[config.mk]
export PLATFORM = sky130hd
export DESIGN_NAME = sync_serial_port
export DESIGN_NICKNAME = d
export VERILOG_FILES = /design/src/rtl/ssp_pkg.sv /design/src/rtl/ssp_clk_gen.sv /design/src/rtl/ssp_tx_path.sv /design/src/rtl/ssp_rx_path.sv /design/src/rtl/sync_serial_port.sv
export SDC_FILE = /design/constraint.sdc
export NUM_CORES = 1
export LEC_CHECK = 0
export ABC_AREA = 1
export BUFFER_PORTS_ARGS = -buffer_cell sky130_fd_sc_hd__buf_2
export CORE_MARGIN = 4
export CORE_UTILIZATION = 50
export DETAILED_ROUTE_END_ITERATION = 10
export MAX_ROUTING_LAYER = met4
export PLACE_DENSITY = 0.79
export SLEW_MARGIN = 40
export SYNTH_ARGS = -nofsm -noshare
export SYNTH_HDL_FRONTEND = slang
export SYNTH_HIERARCHICAL = 1
export SYNTH_SLANG_ARGS = --single-unit
[constraint.sdc]
create_clock -name clk -period 3.3 [get_ports clk]
set_input_delay 0.33 -clock clk [delete_from_list [all_inputs] [get_ports clk]]
set_output_delay 0.33 -clock clk [all_outputs]
set_load 0.05 [all_outputs]
[src/rtl/ssp_pkg.sv]
// Package: shared types for the synchronous serial port.
// Assumes nothing beyond IEEE 1800-2017 enum support.
package ssp_pkg;

    typedef enum logic {
        ST_IDLE  = 1'b0,
        ST_SHIFT = 1'b1
    } ssp_state_e;

endpackage

[src/rtl/ssp_clk_gen.sv]
// Bit clock source: either divides the system clock so that every phase lasts
// divisor+1 cycles, or resamples an external clock pin. It reports leading
// edges (away from idle, where data is driven) and trailing edges (back to
// idle, where data is sampled). Assumes the external clock is slower than
// about one sixth of clk.
module ssp_clk_gen #(
    parameter int DIV_W       = 8,
    parameter int SYNC_STAGES = 2
) (
    input  logic             clk,
    input  logic             rst_n,
    input  logic             run,
    input  logic             ext_sel,
    input  logic             cpol,
    input  logic [DIV_W-1:0] divisor,
    input  logic             sclk_in,
    output logic             lead_pulse,
    output logic             trail_pulse,
    output logic             sclk_out,
    output logic             ext_at_idle
);
    localparam int SYNC_W = SYNC_STAGES + 1;

    logic             idle_lvl;
    logic [DIV_W-1:0] cnt_q;
    logic             sclk_q;
    logic [SYNC_W-1:0] sync_q;
    logic             ext_now, ext_prev, ext_edge, int_tick;

    assign idle_lvl = ~cpol;

    // Internal divider: toggles the generated clock every divisor+1 cycles while running.
    always_ff @(posedge clk) begin
        if (!rst_n) begin
            cnt_q  <= '0;
            sclk_q <= 1'b1;
        end else if (!run || ext_sel) begin
            cnt_q  <= '0;
            sclk_q <= idle_lvl;
        end else if (cnt_q == divisor) begin
            cnt_q  <= '0;
            sclk_q <= ~sclk_q;
        end else begin
            cnt_q  <= cnt_q + 1'b1;
        end
    end

    // External clock resampler: shifts the pin through a synchronizer chain.
    always_ff @(posedge clk) begin
        if (!rst_n) begin
            sync_q <= '1;
        end else begin
            sync_q <= {sync_q[SYNC_W-2:0], sclk_in};
        end
    end

    assign ext_now  = sync_q[SYNC_STAGES-1];
    assign ext_prev = sync_q[SYNC_STAGES];
    assign ext_edge = run && ext_sel && (ext_now != ext_prev);
    assign int_tick = run && !ext_sel && (cnt_q == divisor);

    assign lead_pulse  = (int_tick && (sclk_q == idle_lvl)) ||
                         (ext_edge && (ext_prev == idle_lvl));
    assign trail_pulse = (int_tick && (sclk_q != idle_lvl)) ||
                         (ext_edge && (ext_now == idle_lvl));
    assign sclk_out    = (run && !ext_sel) ? sclk_q : idle_lvl;
    assign ext_at_idle = (ext_now == idle_lvl) && (ext_prev == idle_lvl);

endmodule

[src/rtl/ssp_tx_path.sv]
// Transmit side: a one-byte holding register plus a shift register. A leading
// edge drives the next bit (optionally inverted), a trailing edge advances
// the shifter. Assumes load, lead and trail never coincide.
module ssp_tx_path #(
    parameter int DATA_W = 8
) (
    input  logic              clk,
    input  logic              rst_n,
    input  logic              wr_en,
    input  logic [DATA_W-1:0] wr_data,
    input  logic              rearm,
    input  logic              load,
    input  logic              lead,
    input  logic              trail,
    input  logic              msb_first,
    input  logic              invert,
    output logic              tx_full,
    output logic              txd
);
    logic [DATA_W-1:0] hold_q, sh_q;

    // Holding register: a write fills it, a load empties it, a rearm refills it.
    always_ff @(posedge clk) begin
        if (!rst_n) begin
            hold_q  <= '0;
            tx_full <= 1'b0;
        end else begin
            if (load)  tx_full <= 1'b0;
            if (rearm) tx_full <= 1'b1;
            if (wr_en) begin
                hold_q  <= wr_data;
                tx_full <= 1'b1;
            end
        end
    end

    // Shifter: takes the held byte, drives a bit on lead, moves on trail.
    always_ff @(posedge clk) begin
        if (!rst_n) begin
            sh_q <= '0;
            txd  <= 1'b1;
        end else if (load) begin
            sh_q <= hold_q;
        end else begin
            if (lead)  txd  <= (msb_first ? sh_q[DATA_W-1] : sh_q[0]) ^ invert;
            if (trail) sh_q <= msb_first ? (sh_q << 1) : (sh_q >> 1);
        end
    end

endmodule

[src/rtl/ssp_rx_path.sv]
// Receive side: shifts sampled bits in the selected order. It moves a finished
// byte into the holding register and raises overrun when the seventh bit
// arrives while the held byte is unread. A frame that overran does not update
// the holding register or signal completion.
module ssp_rx_path #(
    parameter int DATA_W = 8
) (
    input  logic              clk,
    input  logic              rst_n,
    input  logic              start,
    input  logic              sample,
    input  logic              seventh,
    input  logic              last,
    input  logic              rxd,
    input  logic              rd_en,
    input  logic              msb_first,
    input  logic              invert,
    output logic [DATA_W-1:0] rx_buf,
    output logic              rx_full,
    output logic              overrun,
    output logic              rx_done
);
    logic [DATA_W-1:0] sh_q, sh_nxt;
    logic              bit_in, ovr_frame;

    assign bit_in = rxd ^ invert;
    assign sh_nxt = msb_first ? {sh_q[DATA_W-2:0], bit_in}
                              : {bit_in, sh_q[DATA_W-1:1]};

    // Shifter: captures one bit per sampling edge.
    always_ff @(posedge clk) begin
        if (!rst_n)      sh_q <= '0;
        else if (sample) sh_q <= sh_nxt;
    end

    // Holding register and flags: completion, read and overrun handling.
    always_ff @(posedge clk) begin
        if (!rst_n) begin
            rx_buf    <= '0;
            rx_full   <= 1'b0;
            overrun   <= 1'b0;
            ovr_frame <= 1'b0;
            rx_done   <= 1'b0;
        end else begin
            rx_done <= 1'b0;
            if (start) ovr_frame <= 1'b0;
            if (rd_en) begin
                rx_full <= 1'b0;
                overrun <= 1'b0;
            end
            if (sample && seventh && rx_full) begin
                overrun   <= 1'b1;
                ovr_frame <= 1'b1;
            end
            if (sample && last && !ovr_frame) begin
                rx_buf  <= sh_nxt;
                rx_full <= 1'b1;
                rx_done <= 1'b1;
            end
        end
    end

endmodule

[src/rtl/sync_serial_port.sv]
// Full-duplex clock-synchronous serial port, 8 bits per word, no framing.
// Sequences one transfer at a time. The receiver only runs inside a transfer
// started by the transmitter. Assumes configuration changes only while idle.
module sync_serial_port #(
    parameter int DATA_W      = 8,
    parameter int DIV_W       = 8,
    parameter int SYNC_STAGES = 2
) (
    input  logic              clk,
    input  logic              rst_n,
    input  logic              cfg_tx_en,
    input  logic              cfg_rx_en,
    input  logic              cfg_ext_clk,
    input  logic              cfg_cpol,
    input  logic              cfg_msb_first,
    input  logic              cfg_invert,
    input  logic              cfg_cts_en,
    input  logic              cfg_txirq_done,
    input  logic              cfg_cont_rx,
    input  logic [DIV_W-1:0]  cfg_divisor,
    input  logic              wr_en,
    input  logic [DATA_W-1:0] wr_data,
    input  logic              rd_en,
    output logic [DATA_W-1:0] rd_data,
    output logic              tx_buf_empty,
    output logic              tx_irq,
    output logic              rx_irq,
    output logic              overrun,
    input  logic              sclk_in,
    output logic              sclk_out,
    output logic              txd,
    input  logic              rxd,
    input  logic              cts_n,
    output logic              rts_n
);
    import ssp_pkg::*;

    localparam int CNT_W = $clog2(DATA_W);

    ssp_state_e       state_q;
    logic [CNT_W-1:0] bit_cnt;
    logic             rx_act;
    logic [1:0]       cts_sync;
    logic             busy, lead, trail, ext_at_idle, tx_full, rx_full;
    logic             start_ok, last, seventh, rearm;

    assign busy     = (state_q == ST_SHIFT);
    assign start_ok = !busy && cfg_tx_en && tx_full &&
                      (!cfg_cts_en || !cts_sync[1]) &&
                      (!cfg_ext_clk || ext_at_idle);
    assign seventh  = (bit_cnt == CNT_W'(DATA_W - 2));
    assign last     = trail && (bit_cnt == CNT_W'(DATA_W - 1));
    assign rearm    = rd_en && cfg_cont_rx && cfg_rx_en && cfg_tx_en;

    // Clear-to-send resampler.
    always_ff @(posedge clk) begin
        if (!rst_n) cts_sync <= 2'b11;
        else        cts_sync <= {cts_sync[0], cts_n};
    end

    // Transfer sequencer: starts a frame, counts sampling edges, ends after the last bit.
    always_ff @(posedge clk) begin
        if (!rst_n) begin
            state_q <= ST_IDLE;
            bit_cnt <= '0;
            rx_act  <= 1'b0;
        end else if (start_ok) begin
            state_q <= ST_SHIFT;
            bit_cnt <= '0;
            rx_act  <= cfg_rx_en;
        end else if (busy && trail) begin
            bit_cnt <= bit_cnt + 1'b1;
            if (last) state_q <= ST_IDLE;
        end
    end

    // Transmit interrupt: at load or at shift completion, per mode.
    always_ff @(posedge clk) begin
        if (!rst_n) tx_irq <= 1'b0;
        else        tx_irq <= (start_ok && !cfg_txirq_done) || (last && cfg_txirq_done);
    end

    ssp_clk_gen #(.DIV_W(DIV_W), .SYNC_STAGES(SYNC_STAGES)) clk_gen_i (
        .clk(clk), .rst_n(rst_n), .run(busy), .ext_sel(cfg_ext_clk), .cpol(cfg_cpol),
        .divisor(cfg_divisor), .sclk_in(sclk_in), .lead_pulse(lead),
        .trail_pulse(trail), .sclk_out(sclk_out), .ext_at_idle(ext_at_idle)
    );

    ssp_tx_path #(.DATA_W(DATA_W)) tx_path_i (
        .clk(clk), .rst_n(rst_n), .wr_en(wr_en), .wr_data(wr_data), .rearm(rearm),
        .load(start_ok), .lead(lead), .trail(trail), .msb_first(cfg_msb_first),
        .invert(cfg_invert), .tx_full(tx_full), .txd(txd)
    );

    ssp_rx_path #(.DATA_W(DATA_W)) rx_path_i (
        .clk(clk), .rst_n(rst_n), .start(start_ok), .sample(trail && rx_act),
        .seventh(seventh), .last(last), .rxd(rxd), .rd_en(rd_en),
        .msb_first(cfg_msb_first), .invert(cfg_invert), .rx_buf(rd_data),
        .rx_full(rx_full), .overrun(overrun), .rx_done(rx_irq)
    );

    assign tx_buf_empty = !tx_full;
    assign rts_n        = !(cfg_rx_en && !rx_full);

endmodule

==> flow_summary.yaml <==
pwr:
  p_int_mw: 1.30
  p_seq_share_pct: 43.5
  ir_drop_v: 0.000341
  p_clk_share_pct: 49.4
  powerDensity_nw_per_um2: 487
  pwr-share-comb_pct: 7.1
  netSwitchingFraction_pct: 22.0
  switching_power_uw: 367
  power_mw: 1.67
  p_leak_nw: 1.66
grt:
  grt.overflow.total: 0
  grt_pass1_vias: 2388
  grt_max_degree: 25
  grt_first_pass_wirelength_mm: 10.5
  grt.total_usage_pct: 18.6
  antenna_found_initial: 0
status:
  outcome: "finished, final reports clean"
floorplanning:
  initial_utilization_pct: 52.1
  core_sq_um: 5570
  io-pin-count: 47
  dieArea_sq_um: 7090
  die_y_um: 84.2
  core.rowCount: 27
  die_w_um: 84.2
clock_network:
  post_cts_resized: 0
  postCtsSetupRepairBufs: 0
  clock_latency_ns: 0.34
  cts_tree: "done"
  clock-sinks: 58
  numCtsBuffers: 9
  htreeDepth: 3
  clkTransAtPathRegs_ns: 0.07
  cts-root-buf: "clkbuf_8"
  clk_path_buf_depth: 2
  ctsHoldBuffers: 0
critical_path:
  setup.worst_path.start_class: "register"
  cp.arrival_ns: 2.78
  worst-setup-path-type: "register to register"
  required_ns: 3.59
  cp_max_fo: 13
  worst_setup_path_end_kind: "register"
worst_hold_path:
  hold_class: "input pin to register"
synth:
  synth.ff_latch_count: 58
  syn_nets: 449
  avgSynthCellArea_sq_um: 7.03
  netlist_instances: 413
  syn_area_sq_um: 2900
  ys_warn_count: 6
  ys_seq_area_share_pct: 40.0
  yosysUniqueCellTypes: 33
finish:
  drive_gt1_share_pct: 23.3
  num-nets-final: 499
  layout_commonest_cell: "nand2_1"
  final_cell_mix: "nand2_1, dfxtp_1, nor2_1, inv_1, buf_2"
  n_antenna_cell: 0
  area_delta_synth_final_pct: 17.8
route:
  via_count: 2598
  top_layer: "met4"
  vias_per_cell: 4.81
  routed_wirelength_mm: 6.04
  ant_nets: 0
  wl_met3_um: 346
  wire_per_inst_um: 11.2
  m1WireLength_mm: 2.71
  met2_length_mm: 2.88
  drc: 0
  drt_pass1_iterations: 4
  drt_iter0_markers: 225
timing:
  period_needed_ns: 2.49
  final-setup-viol-count: 0
  fmax_mhz: 402
  fin_crit_sh_pct: 75.5
  rsz0062_at_grt: "false"
  setup_ws_ns: 0.810
  skew_ns: 0.00988
  drv_slew: 0
  relSlewSlack_pct: 54.7
  worst_pin_slew_ns: 0.679
  finalHoldViolCount: 0
  tns_ns: 0
place:
  pre_cts_ws_ns: 0.799
  port_buffers: 46
  gp_congestion: 0.802
  hpwl_mm: 4.36
job:
  cap_violations: 0
area by class of cell:
type / count / area, sq um
fillers: 511 / 2160
multi-input cells: 287 / 1450
flip-flops and latches: 58 / 1160
inverters: 61 / 233
repair buffers: 46 / 230
clock buffers: 12 / 155
clock inverters: 4 / 97.6
well taps: 72 / 90.1
critical path: stages, from the launching register on:
cell     delay, ns
dfxtp_1       0.41
xnor2_1       0.15
nand2_1       0.09
nor2_2        0.22
nand3_2       0.12
o21ai_2       0.33
nand2_1       0.10
inv_1         0.28
nand2_1       0.15
nor2_4        0.29
nor2_1        0.08
nor2_1        0.11
nand2_1       0.08
inv_1         0.05
Yosys cell counts:
cell / n / area (sq um)
nor2_4: 3 / 33.8
xor2_1: 6 / 52.6
inv_4: 1 / 6.26
nand3_1: 16 / 80.1
a211oi_1: 1 / 7.51
o21ai_1: 1 / 5.00
o21ai_2: 5 / 43.8
buf_2: 3 / 15.0
a21oi_1: 25 / 125
nand2_2: 5 / 31.3
o2bb2ai_1: 1 / 8.76
nand3_2: 3 / 30.0
nand4_1: 2 / 12.5
a21oi_2: 3 / 26.3
nand3_4: 1 / 17.5
buf_4: 1 / 7.51
buf_6: 3 / 33.8
clkinv_2: 1 / 5.00
xnor2_1: 6 / 52.6
nand2_1: 113 / 424
inv_2: 6 / 22.5
o21a_1: 1 / 7.51
nor2_1: 54 / 203
nor2_2: 10 / 62.6
inv_1: 53 / 199
or2_0: 1 / 6.26
nand2_4: 1 / 11.3
dfxtp_1: 58 / 1160
o21ai_0: 16 / 80.1
nor3_4: 1 / 16.3
ha_1: 4 / 50.1
nor2_8: 1 / 20.0
or2_2: 7 / 43.8
per-stage QoR:
stage | cell area, sq um | util, % | hold slack, ns | std cells
after floorplan | 2900 | - | 0.393 | 413
after CTS | 3420 | 61.3 | 0.168 | 540
final | 3420 | 61.3 | 0.177 | 540
after detailed placement | 3170 | 56.8 | 0.405 | 524
after global placement | 3170 | 56.8 | 0.395 | 524
after global routing | 3420 | 61.3 | 0.180 | 540
worst paths after layout:
path | start | end | slack (ns) | cells past startpoint
worst min-delay path | cts_n | cts_sync[0] | 0.18 | 2
worst max-delay path | clk_gen_i/cnt_q[6] | rx_path_i/rx_buf[0] | 0.81 | 13
worst min register to register | clk_gen_i/sync_q[0] | clk_gen_i/sync_q[1] | 0.41 | 1
worst max register to register | clk_gen_i/cnt_q[6] | rx_path_i/rx_buf[0] | 0.81 | 13
cell families after synthesis:
| logic type | share of synthesized area [%] |
|---|---|
| compound gates | 10.5 |
| xor+xnor | 3.62 |
| fa+ha+maj | 1.72 |
| buf+inv | 9.96 |
| flops | 40.0 |
| simple gates | 34.2 |
power by group through the flow:
stage | combinational [mW] | clock [mW] | sequential (mW)
detailed placement | 0.117 | 0 | 0.739
floorplan | 0.0766 | 0 | 0.739
CTS | 0.119 | 0.831 | 0.724
finish | 0.118 | 0.823 | 0.724
global route | 0.135 | 0.864 | 0.725
global placement | 0.115 | 0 | 0.738
state kept, by name, indices dropped and copies added, names as in the netlist, 2 cells and up:
register / cells
rx_path_i/rx_buf: 8
rx_path_i/sh_q: 8
clk_gen_i/cnt_q: 8
tx_path_i/sh_q: 8
clk_gen_i/sync_q: 3
bit_cnt: 3
tx_path_i/hold_q: 8
cts_sync: 2
routing by layer:
layer	track usage, %	up-vias
met5	-	-
met4	7.75	0
met3	4.71	11
met2	29.2	66
met1	22.8	1146
li1	-	1375
Power figures use the tool's default switching activity.
